**src/rtl/dma2c_pkg.sv**
```systemverilog
package dma2c_pkg;
    typedef enum logic [1:0] {BW8 = 2'd0, BW16 = 2'd1, BW32 = 2'd2} bw_e;
    typedef enum logic [1:0] {ST_IDLE = 2'd0, ST_RD = 2'd1, ST_GAP = 2'd2, ST_WR = 2'd3} st_e;
endpackage

```
**src/rtl/dma2c_region.sv**
```systemverilog
module dma2c_region
    import dma2c_pkg::*;
#(
    parameter int AW = 32
) (
    input  logic [AW-1:0] addr,
    input  logic          ext_wide,
    output bw_e           bw
);
    always_comb begin
        unique case (addr[AW-1:AW-2])
            2'b11:   bw = BW16;
            2'b10:   bw = BW32;
            default: bw = ext_wide ? BW16 : BW8;
        endcase
    end
endmodule

```
**src/rtl/dma2c_lane.sv**
```systemverilog
module dma2c_lane #(
    parameter int DW = 16
) (
    input  logic [DW-1:0] hold_q,
    input  logic [DW-1:0] rdata,
    input  logic          idx,
    input  logic          u16,
    input  logic          split_rd,
    input  logic          split_wr,
    output logic [DW-1:0] cap,
    output logic [DW-1:0] wdata
);
    localparam int BYTE = DW / 2;

    always_comb begin
        if (split_rd)
            cap = idx ? {rdata[BYTE-1:0], hold_q[BYTE-1:0]}
                      : {hold_q[DW-1:BYTE], rdata[BYTE-1:0]};
        else if (u16)
            cap = rdata;
        else
            cap = {{BYTE{1'b0}}, rdata[BYTE-1:0]};

        if (split_wr)
            wdata = {{BYTE{1'b0}}, idx ? hold_q[DW-1:BYTE] : hold_q[BYTE-1:0]};
        else if (u16)
            wdata = hold_q;
        else
            wdata = {{BYTE{1'b0}}, hold_q[BYTE-1:0]};
    end
endmodule

```
**src/rtl/dma2c_seq.sv**
```systemverilog
module dma2c_seq
    import dma2c_pkg::*;
#(
    parameter int AW = 32,
    parameter int CW = 16
) (
    input  logic          clk,
    input  logic          rst_n,
    input  logic          start,
    input  logic          unit16,
    input  logic          ext_wide,
    input  logic [AW-1:0] src_addr,
    input  logic [AW-1:0] dst_addr,
    input  logic [CW-1:0] xfer_cnt,
    output logic          busy,
    output logic          done,
    output logic [AW-1:0] bus_addr,
    output logic          bus_req,
    output logic          bus_we,
    output logic          bus_size,
    output logic          bus_half,
    output logic [15:0]   bus_wdata,
    input  logic [15:0]   bus_rdata,
    input  logic          bus_rdy
);
    localparam int DW    = 16;
    localparam int NSIDE = 2;

    typedef struct packed {
        st_e           st;
        logic [AW-1:0] src;
        logic [AW-1:0] dst;
        logic [CW-1:0] cnt;
        logic          idx;
        logic          u16;
        logic          ew;
        logic [DW-1:0] hold;
        logic          done;
    } seq_t;

    seq_t seq_d, seq_q;

    logic [NSIDE-1:0][AW-1:0] side_addr;
    bw_e                      side_bw [NSIDE];

    assign side_addr[0] = seq_q.src;
    assign side_addr[1] = seq_q.dst;

    for (genvar g = 0; g < NSIDE; g++) begin : g_region
        dma2c_region #(.AW(AW)) u_region (
            .addr     (side_addr[g]),
            .ext_wide (seq_q.ew),
            .bw       (side_bw[g])
        );
    end

    logic          split_rd, split_wr, in_wr;
    logic [AW-1:0] step;
    logic [DW-1:0] cap_data;
    bw_e           cur_bw;

    assign split_rd = seq_q.u16 && (side_bw[0] == BW8);
    assign split_wr = seq_q.u16 && (side_bw[1] == BW8);
    assign in_wr    = (seq_q.st == ST_WR);
    assign step     = seq_q.u16 ? AW'(2) : AW'(1);

    dma2c_lane #(.DW(DW)) u_lane (
        .hold_q   (seq_q.hold),
        .rdata    (bus_rdata),
        .idx      (seq_q.idx),
        .u16      (seq_q.u16),
        .split_rd (split_rd),
        .split_wr (split_wr),
        .cap      (cap_data),
        .wdata    (bus_wdata)
    );

    always_comb begin
        seq_d      = seq_q;
        seq_d.done = 1'b0;
        unique case (seq_q.st)
            ST_IDLE: begin
                if (start) begin
                    seq_d.src  = src_addr;
                    seq_d.dst  = dst_addr;
                    seq_d.cnt  = xfer_cnt;
                    seq_d.u16  = unit16;
                    seq_d.ew   = ext_wide;
                    seq_d.idx  = 1'b0;
                    if (xfer_cnt == '0) seq_d.done = 1'b1;
                    else                seq_d.st   = ST_RD;
                end
            end
            ST_RD: begin
                if (bus_rdy) begin
                    seq_d.hold = cap_data;
                    if (split_rd && !seq_q.idx) begin
                        seq_d.idx = 1'b1;
                    end else begin
                        seq_d.idx = 1'b0;
                        seq_d.st  = ST_GAP;
                    end
                end
            end
            ST_GAP: seq_d.st = ST_WR;
            ST_WR: begin
                if (bus_rdy) begin
                    if (split_wr && !seq_q.idx) begin
                        seq_d.idx = 1'b1;
                    end else begin
                        seq_d.idx = 1'b0;
                        seq_d.src = seq_q.src + step;
                        seq_d.dst = seq_q.dst + step;
                        seq_d.cnt = seq_q.cnt - CW'(1);
                        if (seq_q.cnt == CW'(1)) begin
                            seq_d.done = 1'b1;
                            seq_d.st   = ST_IDLE;
                        end else begin
                            seq_d.st   = ST_RD;
                        end
                    end
                end
            end
            default: seq_d.st = ST_IDLE;
        endcase
    end

    always_ff @(posedge clk) begin
        if (!rst_n) seq_q <= '0;
        else        seq_q <= seq_d;
    end

    assign busy     = (seq_q.st != ST_IDLE);
    assign done     = seq_q.done;
    assign bus_req  = (seq_q.st == ST_RD) || in_wr;
    assign bus_we   = in_wr;
    assign bus_addr = (in_wr ? seq_q.dst : seq_q.src) + AW'(seq_q.idx);
    assign cur_bw   = in_wr ? side_bw[1] : side_bw[0];
    assign bus_size = seq_q.u16 && !(in_wr ? split_wr : split_rd);
    assign bus_half = (cur_bw == BW32) && bus_addr[1];
endmodule

```
**config.mk**
```make
export PLATFORM = sky130hd
export DESIGN_NAME = dma2c_seq
export DESIGN_NICKNAME = d
export VERILOG_FILES = /design/src/rtl/dma2c_pkg.sv /design/src/rtl/dma2c_region.sv /design/src/rtl/dma2c_lane.sv /design/src/rtl/dma2c_seq.sv
export SDC_FILE = /design/constraint.sdc
export NUM_CORES = 1
export LEC_CHECK = 0
export BUFFER_PORTS_ARGS = -buffer_cell sky130_fd_sc_hd__buf_4
export CORE_ASPECT_RATIO = 0.8
export CORE_UTILIZATION = 56
export DETAILED_ROUTE_END_ITERATION = 12
export PLACE_DENSITY = 0.81
export SLEW_MARGIN = 20
export SYNTH_ARGS = -nofsm -noshare
export SYNTH_HDL_FRONTEND = slang
export SYNTH_SLANG_ARGS = --single-unit
```
**constraint.sdc**
```tcl
create_clock -name clk -period 5.3 [get_ports clk]
set_input_delay 0.795 -clock clk [delete_from_list [all_inputs] [get_ports clk]]
set_output_delay 0.795 -clock clk [all_outputs]
set_load 0.05 [all_outputs]
```
Word level (Yosys, flattened, before mapping). Index checks and enable logic that the tools add are counted.

Flip-flop bits (word level): 102. Output and inout bits: 54. Logic and storage cells: 85.

$add $sub $neg: 4. Equal/unequal tests: 17. Multiplexer cells: 32. Reduce and logical (&&, ||, !) cells: 22.

Operators by type and width (count): $pmux 80 s2 (1); $mux 85 (1); $mux 83 (1); $mux 82 (1); $mux 16 (5); $add 32x2->32 (2); $add 32x1->32 (1); $mux 32 (1); $eq 16x1->1 const B (1); $logic_not 16->1 (1); $ne 2x2->1 const B (8); $sub 16x1->16 const B (1); $eq 2x2->1 const B (7); $mux 1 (11); $mux 2 (5); $mux 8 (1); $pmux 2 s2 (2); $pmux 2 s4 (1); $reduce_and 4->1 (2); $logic_and 1x1->1 (6); $logic_not 2->1 (3); $reduce_and 3->1 (2); $reduce_and 6->1 (1); $reduce_bool 2->1 (2); 7 further kinds (8).

Longest topological paths before layout. Gate-level depths: netlist of run 1.

Depth after elaboration: 8. Mapped depth: 17. Depth with buffers taken out: 10.

Cells and area by module. A second synthesis of run 1 with hierarchy kept.

Cells, all modules: 1082. Area, all modules: 7820.0 µm².

Modules (own cells, without submodules): dma2c_seq (instances 1, cells each 1030, area each 7280.7 µm²); dma2c_lane (instances 1, cells each 48, area each 496.7 µm²); dma2c_region (instances 2, cells each 2, area each 21.3 µm²).

Least setup slack after synthesis of run 1. Ideal clock, no wire load.

Path type: register -> output. Start point: register seq_q[100] (netlist bit). End point: output bus_addr[24]. Arrival time: 4.570 ns. Slack: -0.065 ns. Stages on the path, launching flop included: 16. Cell sequence: dfxtp_1 ha_1 buf_2 buf_2 buf_2 buf_2 clkbuf_1 mux2_2 ha_1 ha_1 inv_1 a221oi_2 o21ai_1 clkbuf_1 nor3_1 o32ai_1.

Longest elaborated chain between the ends: 3.

RTL lines: start: declaration (RTL line dma2c_seq.sv:41) `seq_t seq_d, seq_q;`; start signal: assignment (RTL line dma2c_seq.sv:130) `else seq_q <= seq_d;`; $eq 2x2->1 (RTL line dma2c_seq.sv:64) `assign in_wr = (seq_q.st == ST_WR);`; via bus_we (RTL line dma2c_seq.sv:19) `output logic bus_we,`; $mux 32 (RTL line dma2c_seq.sv:137) `assign bus_addr = (in_wr ? seq_q.dst : seq_q.src) + AW'(seq_q.idx);`; $add 32x1->32 (RTL line dma2c_seq.sv:137); end: declaration (RTL line dma2c_seq.sv:17) `output logic [AW-1:0] bus_addr,`.

The timed path passes the listed nets, and every way through them passes these cells.

Final worst setup path of run 1.
Start point: register seq_q[100] (netlist bit). End point: output bus_addr[28].

Longest elaborated chain between the ends: 3.

RTL lines (RTL line): $eq 2x2->1 (dma2c_seq.sv:64); $mux 32 (dma2c_seq.sv:137); $add 32x1->32 (dma2c_seq.sv:137).

Every way passes these cells.

==> results of run 1 <==
## critical path, stage by stage (launching register included)
cell and delay (ns):
dfxtp_1 0.40, ha_4 0.36, mux2_2 0.22, ha_1 0.17, ha_1 0.20, inv_1 0.08
a221oi_2 0.31, o21ai_1 0.44, nor4b_1 0.47, xnor2_1 0.17, buf_4 0.22
## path summary, 6_finish.rpt
check	endpoint	cells past startpoint	slack (ns)
setup / recovery	bus_addr[28]	10	1.09
hold / removal	seq_q[15]	2	0.47
setup reg to reg	seq_q[94]	8	1.96
hold reg to reg	seq_q[15]	2	0.47
## logic make-up after synthesis
logic type | after synthesis | synth area share
compound gates | 305 | 0.259
xor+xnor | 42 | 0.0483
fa+ha+maj | 14 | 0.0249
buf+inv | 113 | 0.0588
flops | 102 | 0.268
mux | 42 | 0.0573
simple gates | 438 | 0.284
## routing by layer
layer	global-route usage	wire length [um]
met1	0.490	10600
met2	0.521	10600
met3	0.0920	3050
met4	0.116	633
met5	0	0
## placed cells by master (no fill, tap or decap), types with 13 or more instances in the layout
master and count:
and3_1 13, a221oi_1 15, mux2i_1 29, o22ai_1 19
nor4_1 19, xnor2_1 27, and2_1 19, nor2_1 82
dfxtp_1 102, inv_1 30, buf_4 167, nor3_1 42
nand2_1 134, xor2_1 15, a21oi_1 89, nand3_1 67
o21ai_0 71, mux2_2 13, nand4_1 13
## cell type report
type / count / area share
timing repair buffer: 167 / 0.138
multi-input combinational: 841 / 0.571
clock buffer: 9 / 0.0248
tap: 175 / 0.0241
inverter: 31 / 0.0128
clock inverter: 6 / 0.00427
sequential: 102 / 0.225
## where the power goes
group	switching, mW	leakage, nW	total [mW]	internal [mW]
clock	0.311	0.127	0.627	0.316
combinational	1.24	2.25	1.92	0.679
sequential	0.298	0.835	1.25	0.955
total	1.85	3.22	3.80	1.95
## state kept, by name, summed over array words and instances (netlist names)
| signal | flops |
|---|---|
| seq_q | 101 |
| done | 1 |
==> impl_metrics.env, run 1 <==
export IMPL_outcome="finished clean"
export IMPL_path_class="reg2out"
export IMPL_cts_resized=0
export IMPL_rr_startpoint="seq_q[18]"
export IMPL_die_h_um=106
export IMPL_dr_pass1_iters=6
export IMPL_fin_total_pwr_mw=3.80
export IMPL_place_area_mm2=0.00881
export IMPL_min_path_type="reg2reg"
export IMPL_syn2layout_area_growth_pct=19.0
export IMPL_port_buffers=155
export IMPL_maxCapViolCount=0
export IMPL_ys_seq_area_frac=0.268
export IMPL_nets=1268
export IMPL_register_area_mm2=0.00204
export IMPL_vias=8596
export IMPL_min_from="seq_q[15]"
export IMPL_hold_buffers=0
export IMPL_n_antenna_cell=0
export IMPL_worstPathRequired_ns=4.51
export IMPL_post_route_period_util=0.794
export IMPL_ys_top_cells_by_area="dfxtp_1, nand2_1, a21oi_1"
export IMPL_worstMarginPinSlew_ns=1.07
export IMPL_drtAntennaViolNets=0
export IMPL_synth_async_sr_flop_share=0
export IMPL_pre_cts_slack_ns=1.54
export IMPL_die_area_mm2=0.0141
export IMPL_cts_num_sinks=102
export IMPL_final_cell_area_mm2=0.00907
export IMPL_utilization=0.695
export IMPL_vdd_drop_max_v=0.000279
export IMPL_ys_ff_latch=102
export IMPL_wirelength_um=24900
export IMPL_antenna_found_initial=0
export IMPL_path_clk_slew_ns=0.07
export IMPL_synth_top_cell_area_share=0.268
export IMPL_overflow=0
export IMPL_syn_nets=1172
export IMPL_yosys_warnings=0
export IMPL_cp_startpoint="seq_q[100]"
export IMPL_ys_flop_type="dfxtp_1"
export IMPL_ys_top_cells_by_count="nand2_1, dfxtp_1, a21oi_1"
export IMPL_setup_violations=0
export IMPL_syn_avg_cell_area_um2=7.22
export IMPL_fin_cells=1331
export IMPL_synth_most_common_cell="nand2_1"
export IMPL_dp_cells=1316
export IMPL_final_setup_skew_ns=0.00788
export IMPL_dieWidth_um=132
export IMPL_syn_instance_count=1056
export IMPL_slew_viol_final=0
export IMPL_grt_pass1_vias=7660
export IMPL_grt_pass1_wl_um=39700
export IMPL_cp_max_fo=24
export IMPL_setup_tns_ns=0
export IMPL_drive_gt1_frac=0.185
export IMPL_coreArea_mm2=0.0131
export IMPL_grtUsageTotal=0.351
export IMPL_syn_cell_area_mm2=0.00762
export IMPL_cts_tree="built"
export IMPL_cp_arrival_ns=3.42
export IMPL_cts_buffer_depth=2
export IMPL_finalHoldViolCount=0
export IMPL_critPathLaunchType="register"
export IMPL_post_cts_setup_buffers=0
export IMPL_relSlewSlack=0.282
export IMPL_num_io_pins=156
export IMPL_clk_insertion_delay_late_ns=0.35
export IMPL_fmax_mhz=238
export IMPL_drc=0
export IMPL_std_cell_rows=37
export IMPL_routed_via_density=6.46
export IMPL_min_period_ns=4.21
export IMPL_worst_slack_ns=1.09
export IMPL_post_synth_top_area_cell="dfxtp_1"
export IMPL_rsz0062_at_grt="no"
export IMPL_grt_max_degree=55
export IMPL_routabilityCongestion=0.945
export IMPL_whs_ns=0.469
export IMPL_synth_distinct_cells=81
export IMPL_nFillCells=1163
export IMPL_wl_per_cell_um=18.7
export IMPL_worstSetupEndpointType="primary output"
export IMPL_htree_levels=3
export IMPL_root_buffer="clkbuf_16"
export IMPL_p_leak_nw=3.22
export IMPL_p_per_area_mw_per_mm2=419
export IMPL_first_iter_violations=1075
export IMPL_hpwl_um=17500
export IMPL_multi_input_area_mm2=0.00518
export IMPL_synth_edf_count=0
export IMPL_cts_made_buffers=9
export IMPL_start_util=0.584
(Power assumes the default switching activity.)
==> inputs of run 2 (changes only) <==
==> constraint.sdc (replaced) <==
create_clock -name clk -period 4.4 [get_ports clk]
set_input_delay 0.66 -clock clk [delete_from_list [all_inputs] [get_ports clk]]
set_output_delay 0.66 -clock clk [all_outputs]
set_load 0.05 [all_outputs]
==> run 2 against run 1 <==
Against the previous run:
- global-route usage up 1.3 points
- power up 25%
- first-iteration DRC count down 5.2%
- design area up 3.0%
- largest cell class unchanged
- largest power group unchanged
==> impl_metrics.env, run 2 (synthesis gave the netlist of run 1 again) <==
export IMPL_outcome="finished clean"
export IMPL_hold_buffers=0
export IMPL_vdd_drop_max_v=0.000446
export IMPL_antenna_found_initial=0
export IMPL_die_h_um=106
export IMPL_fmax_mhz=239
export IMPL_worstPathRequired_ns=3.74
export IMPL_grt_max_degree=48
export IMPL_highest_layer="met4"
export IMPL_dieWidth_um=132
export IMPL_worstSetupEndpointType="primary output"
export IMPL_worstMarginPinSlew_ns=1.04
export IMPL_num_io_pins=156
export IMPL_cts_made_buffers=9
export IMPL_drtAntennaViolNets=0
export IMPL_hpwl_um=17900
export IMPL_routabilityCongestion=0.920
export IMPL_wl_met1_um=11000
export IMPL_top_register="seq_q"
export IMPL_wirelength_um=25600
export IMPL_slew_viol_final=0
export IMPL_path_class="reg2out"
export IMPL_min_period_ns=4.18
export IMPL_nets=1278
export IMPL_clk_insertion_delay_late_ns=0.36
export IMPL_wl_per_cell_um=19.1
export IMPL_p_per_area_mw_per_mm2=509
export IMPL_first_iter_violations=1019
export IMPL_syn2layout_area_growth_pct=22.6
export IMPL_grtUsageTotal=0.364
export IMPL_grt_pass1_wl_um=41300
export IMPL_wl_met2_um=10900
export IMPL_cts_tree="built"
export IMPL_port_buffers=155
export IMPL_cts_buffer_depth=2
export IMPL_setup_tns_ns=0
export IMPL_post_route_period_util=0.950
export IMPL_routed_via_density=6.54
export IMPL_critPathLaunchType="register"
export IMPL_vias=8776
export IMPL_grt_pass1_vias=8000
export IMPL_setup_violations=0
export IMPL_fin_cells=1342
export IMPL_overflow=0
export IMPL_dp_cells=1323
export IMPL_final_cell_mix="buf_4, nand2_1, dfxtp_1"
export IMPL_cp_arrival_ns=3.52
export IMPL_drc=0
export IMPL_finalHoldViolCount=0
export IMPL_coreArea_mm2=0.0131
export IMPL_p_leak_nw=3.34
export IMPL_cp_max_fo=30
export IMPL_std_cell_rows=37
export IMPL_die_area_mm2=0.0141
export IMPL_path_clk_slew_ns=0.07
export IMPL_wl_met3_um=3110
export IMPL_root_buffer="clkbuf_16"
export IMPL_drive_gt1_frac=0.204
export IMPL_final_common_cell="buf_4"
export IMPL_rsz0062_at_grt="no"
export IMPL_htree_levels=3
export IMPL_min_path_type="reg2reg"
export IMPL_maxCapViolCount=0
export IMPL_final_setup_skew_ns=0.0114
export IMPL_cts_num_sinks=102
export IMPL_dr_pass1_iters=6
export IMPL_relSlewSlack=0.302
export IMPL_largest_reg_flops=101
export IMPL_start_util=0.584
export IMPL_n_antenna_cell=0
[run 2: area by class of cell]
class | instances | area (um2)
multi-input combinational | 841 | 5290
fill | 1121 | 3710
sequential | 102 | 2040
timing repair buffer | 177 | 1370
clock buffer | 10 | 239
tap | 175 | 219
inverter | 31 | 116
clock inverter | 6 | 68.8
[run 2: routing by layer]
| layer | global-route usage | vias up |
|---|---|---|
| met4 | 0.0985 | 0 |
| met3 | 0.0806 | 65 |
| met1 | 0.518 | 4060 |
| met5 | 0 | - |
| li1 | - | 4086 |
| met2 | 0.548 | 565 |
[run 2: through the flow]
stage,util,power (mW),instance area [um2],worst slack [ns],hold slack [ns]
3_3_place_gp,0.687,3.79,8960,0.601,0.450
4_1_cts,0.710,4.66,9270,0.0581,0.467
5_1_grt,0.716,5.02,9350,0.0107,0.490
3_5_place_dp,0.687,3.82,8960,0.470,0.458
2_1_floorplan,-,3.16,7750,0.00564,0.441
6_report,0.716,4.76,9350,0.222,0.471
[run 2: final timing paths]
check | from | endpoint | slack [ns] | cells past startpoint
worst max-delay path | seq_q[101] | bus_addr[31] | 0.22 | 10
worst min-delay path | seq_q[9] | seq_q[9] | 0.47 | 2
worst max register to register | seq_q[18] | seq_q[94] | 1.09 | 8
worst min register to register | seq_q[9] | seq_q[9] | 0.47 | 2
[run 2: power by group]
group | total, mW | switching [mW] | internal, mW
clock | 0.848 | 0.388 | 0.460
sequential | 1.50 | 0.353 | 1.15
combinational | 2.41 | 1.54 | 0.865
[run 2: repair_timing]
action / in CTS / in global routing
setup buffers: 0 / 1
setup endpoints to repair: 0 / 11
gates resized for setup: 0 / 2
[run 2: critical path: stages (launching register included)]
cell and delay [ns]:
dfxtp_1 0.42, ha_4 0.37, buf_4 0.39, inv_1 0.12, buf_4 0.25, nor3_1 0.40
o221ai_2 0.31, nor3b_2 0.33, nand3_1 0.17, xor2_2 0.17, buf_4 0.20
==> inputs of run 3 (changes only) <==
--- a/config.mk
+++ b/config.mk
@@ -7,10 +7,11 @@
 export LEC_CHECK = 0
 export BUFFER_PORTS_ARGS = -buffer_cell sky130_fd_sc_hd__buf_4
 export CORE_ASPECT_RATIO = 0.8
-export CORE_UTILIZATION = 56
+export CORE_UTILIZATION = 57
 export DETAILED_ROUTE_END_ITERATION = 12
-export PLACE_DENSITY = 0.81
+export PLACE_DENSITY = 0.82
 export SLEW_MARGIN = 20
 export SYNTH_ARGS = -nofsm -noshare
 export SYNTH_HDL_FRONTEND = slang
+export SYNTH_HIERARCHICAL = 1
 export SYNTH_SLANG_ARGS = --single-unit
==> run 3 against run 2 <==
Against the previous run:
- critical path depth stayed put
- clock-buffer cell count is 1 higher
- critical endpoint is now bus_addr[24]
- global-route usage is 0.24 points lower
- first-iteration DRC count is 11% lower
- power is 9.6% higher
- area after synthesis is 2.6% higher
- routed wire length is 0.39% higher
- non-clock buffer count is 4 lower
- flip-flop and latch count stayed put
- setup slack worse by 0.018 ns
==> impl_metrics.env, run 3 <==
export IMPL_outcome="finished clean"
export IMPL_die_area_mm2=0.0142
export IMPL_dieWidth_um=133
export IMPL_relSlewSlack=0.318
export IMPL_syn2layout_area_growth_pct=20.9
export IMPL_finalHoldViolCount=0
export IMPL_hold_end="seq_q[1]"
export IMPL_overflow=0
export IMPL_whs_ns=0.476
export IMPL_ys_flop_type="dfxtp_1"
export IMPL_fin_cells=1362
export IMPL_synth_edf_count=0
export IMPL_hold_depth=2
export IMPL_critPathSlowestCell="ha_4"
export IMPL_post_cts_setup_buffers=0
export IMPL_n_antenna_cell=0
export IMPL_worstMarginPinSlew_ns=1.01
export IMPL_worstPathRequired_ns=3.74
export IMPL_grtUsageTotal=0.361
export IMPL_cts_tree="built"
export IMPL_critical_path_cell_chain="ha_4, buf_4, nand4_1, a222oi_1, buf_4, nand3_2, nor2_4, a21oi_1, o32ai_4, buf_4"
export IMPL_grt_pass1_vias=7671
export IMPL_rsz0062_at_grt="no"
export IMPL_first_iter_violations=903
export IMPL_dp_cells=1346
export IMPL_synth_top_cell_area_share=0.261
export IMPL_wl_per_cell_um=18.9
export IMPL_cp_max_fo=42
export IMPL_clk_insertion_delay_late_ns=0.37
export IMPL_nets=1298
export IMPL_slew_viol_final=0
export IMPL_crit_top_cell="buf_4"
export IMPL_syn_instance_count=1082
export IMPL_drc=0
export IMPL_final_cell_area_mm2=0.00946
export IMPL_syn_cell_area_mm2=0.00782
export IMPL_pre_cts_slack_ns=0.694
export IMPL_cp_arrival_ns=3.54
export IMPL_num_io_pins=156
export IMPL_drive_gt1_frac=0.217
export IMPL_ys_top_cells_by_area="dfxtp_1, nand2_1, a21oi_1"
export IMPL_cts_num_sinks=102
export IMPL_hold_buffers=0
export IMPL_die_h_um=107
export IMPL_maxCapViolCount=0
export IMPL_final_cell_mix="buf_4, nand2_1, a21oi_1"
export IMPL_fmax_mhz=238
export IMPL_std_cell_rows=37
export IMPL_final_setup_skew_ns=0.00986
export IMPL_ys_ff_latch=102
export IMPL_final_common_cell="buf_4"
export IMPL_drtAntennaViolNets=0
export IMPL_grt_max_degree=75
export IMPL_worst_slack_ns=0.204
export IMPL_r2r_cells=9
export IMPL_syn_nets=1198
export IMPL_min_from="seq_q[1]"
export IMPL_htree_levels=3
export IMPL_synth_most_common_cell="nand2_1"
export IMPL_synth_distinct_cells=78
export IMPL_syn_avg_cell_area_um2=7.23
export IMPL_fin_total_pwr_mw=5.22
export IMPL_vias=8813
export IMPL_min_path_type="reg2reg"
export IMPL_worstSetupEndpointType="primary output"
export IMPL_nFillCells=1110
export IMPL_yosys_warnings=6
export IMPL_largest_reg_flops=101
export IMPL_path_clk_slew_ns=0.08
export IMPL_vdd_drop_max_v=0.000407
export IMPL_utilization=0.722
export IMPL_post_synth_top_area_cell="dfxtp_1"
export IMPL_routed_via_density=6.47
export IMPL_regToRegSetupSlack_ns=0.84
export IMPL_cts_buffer_depth=2
export IMPL_top_register="seq_q"
export IMPL_ys_top_cells_by_count="nand2_1, a21oi_1, dfxtp_1"
export IMPL_port_buffers=155
export IMPL_setup_tns_ns=0
export IMPL_r2r_end="seq_q[38]"
export IMPL_ys_seq_area_frac=0.261
export IMPL_slowest_delay_ns=0.49
export IMPL_grt_pass1_wl_um=40500
export IMPL_cts_made_buffers=9
export IMPL_wirelength_um=25700
export IMPL_start_util=0.597
export IMPL_root_buffer="clkbuf_16"
export IMPL_antenna_found_initial=0
export IMPL_routabilityCongestion=1.00
export IMPL_hpwl_um=18300
export IMPL_setup_violations=0
export IMPL_path_class="reg2out"
export IMPL_p_leak_nw=3.46
export IMPL_rr_startpoint="seq_q[100]"
export IMPL_synth_async_sr_flop_share=0
export IMPL_min_period_ns=4.20
export IMPL_place_area_mm2=0.00914
export IMPL_p_per_area_mw_per_mm2=552
export IMPL_coreArea_mm2=0.0131
export IMPL_critPathLaunchType="register"
export IMPL_cts_resized=0
export IMPL_dr_pass1_iters=5
export IMPL_post_route_period_util=0.954
## run 3: cell types whose count changed after synthesis, sizes merged, moves of 8 or more
| cell | previous run | this run |
|---|---|---|
| nand3 | 67 | 55 |
| a21oi | 89 | 108 |
| a22oi | 9 | 18 |
| o21ai | 78 | 70 |
| nand2 | 134 | 149 |
| mux2 | 13 | 28 |
## run 3: critical path, delay by kind of cell, from the launching register on
kind	cells	cell delay [ns]
AOI/OAI and AO/OA	3	0.74
and+or+nand+nor	3	0.64
buffers and inverters	3	0.84
DFF	1	0.43
adders and majority gates	1	0.49
## run 3: kinds of logic (layout without fill, tap and decap cells)
group / Yosys count / in the layout / synth area share
compound gates: 309 / 309 / 0.245
buf+inv: 113 / 218 / 0.0613
flops: 102 / 102 / 0.261
mux: 56 / 56 / 0.0805
simple gates: 449 / 449 / 0.284
xor+xnor: 39 / 39 / 0.0437
fa+ha+maj: 14 / 14 / 0.0243
## run 3: cell type report
| class | count | area (um2) | share of cell area |
|---|---|---|---|
| clock inverters | 5 | 63.8 | 0.00675 |
| inverters | 29 | 109 | 0.0115 |
| multi-input cells | 867 | 5460 | 0.577 |
| flip-flops and latches | 102 | 2040 | 0.216 |
| well taps | 175 | 219 | 0.0232 |
| repair buffers | 173 | 1310 | 0.139 |
| clock buffers | 11 | 253 | 0.0267 |
## run 3: worst max path at each step
stage	end	cells after the start	startpoint
3_5_place_dp	bus_addr[24]	10	seq_q[100]
5_1_grt	bus_addr[24]	11	seq_q[100]
6_report	bus_addr[24]	10	seq_q[100]
4_1_cts	bus_addr[24]	10	seq_q[100]
2_1_floorplan	bus_addr[16]	13	seq_q[100]
3_3_place_gp	bus_addr[24]	10	seq_q[100]
## run 3: layer usage
| metal | track usage | share of wire | vias up |
|---|---|---|---|
| li1 | - | - | 4143 |
| met1 | 0.512 | 0.43 | 4089 |
| met2 | 0.534 | 0.43 | 531 |
| met3 | 0.0757 | 0.11 | 50 |
| met4 | 0.139 | 0.025 | 0 |
| met5 | 0 | 0 | - |
## run 3: report_power, final
part	switching (mW)	internal (mW)	leakage [nW]
combinational	1.79	0.991	2.47
clock	0.396	0.478	0.153
sequential	0.390	1.17	0.834
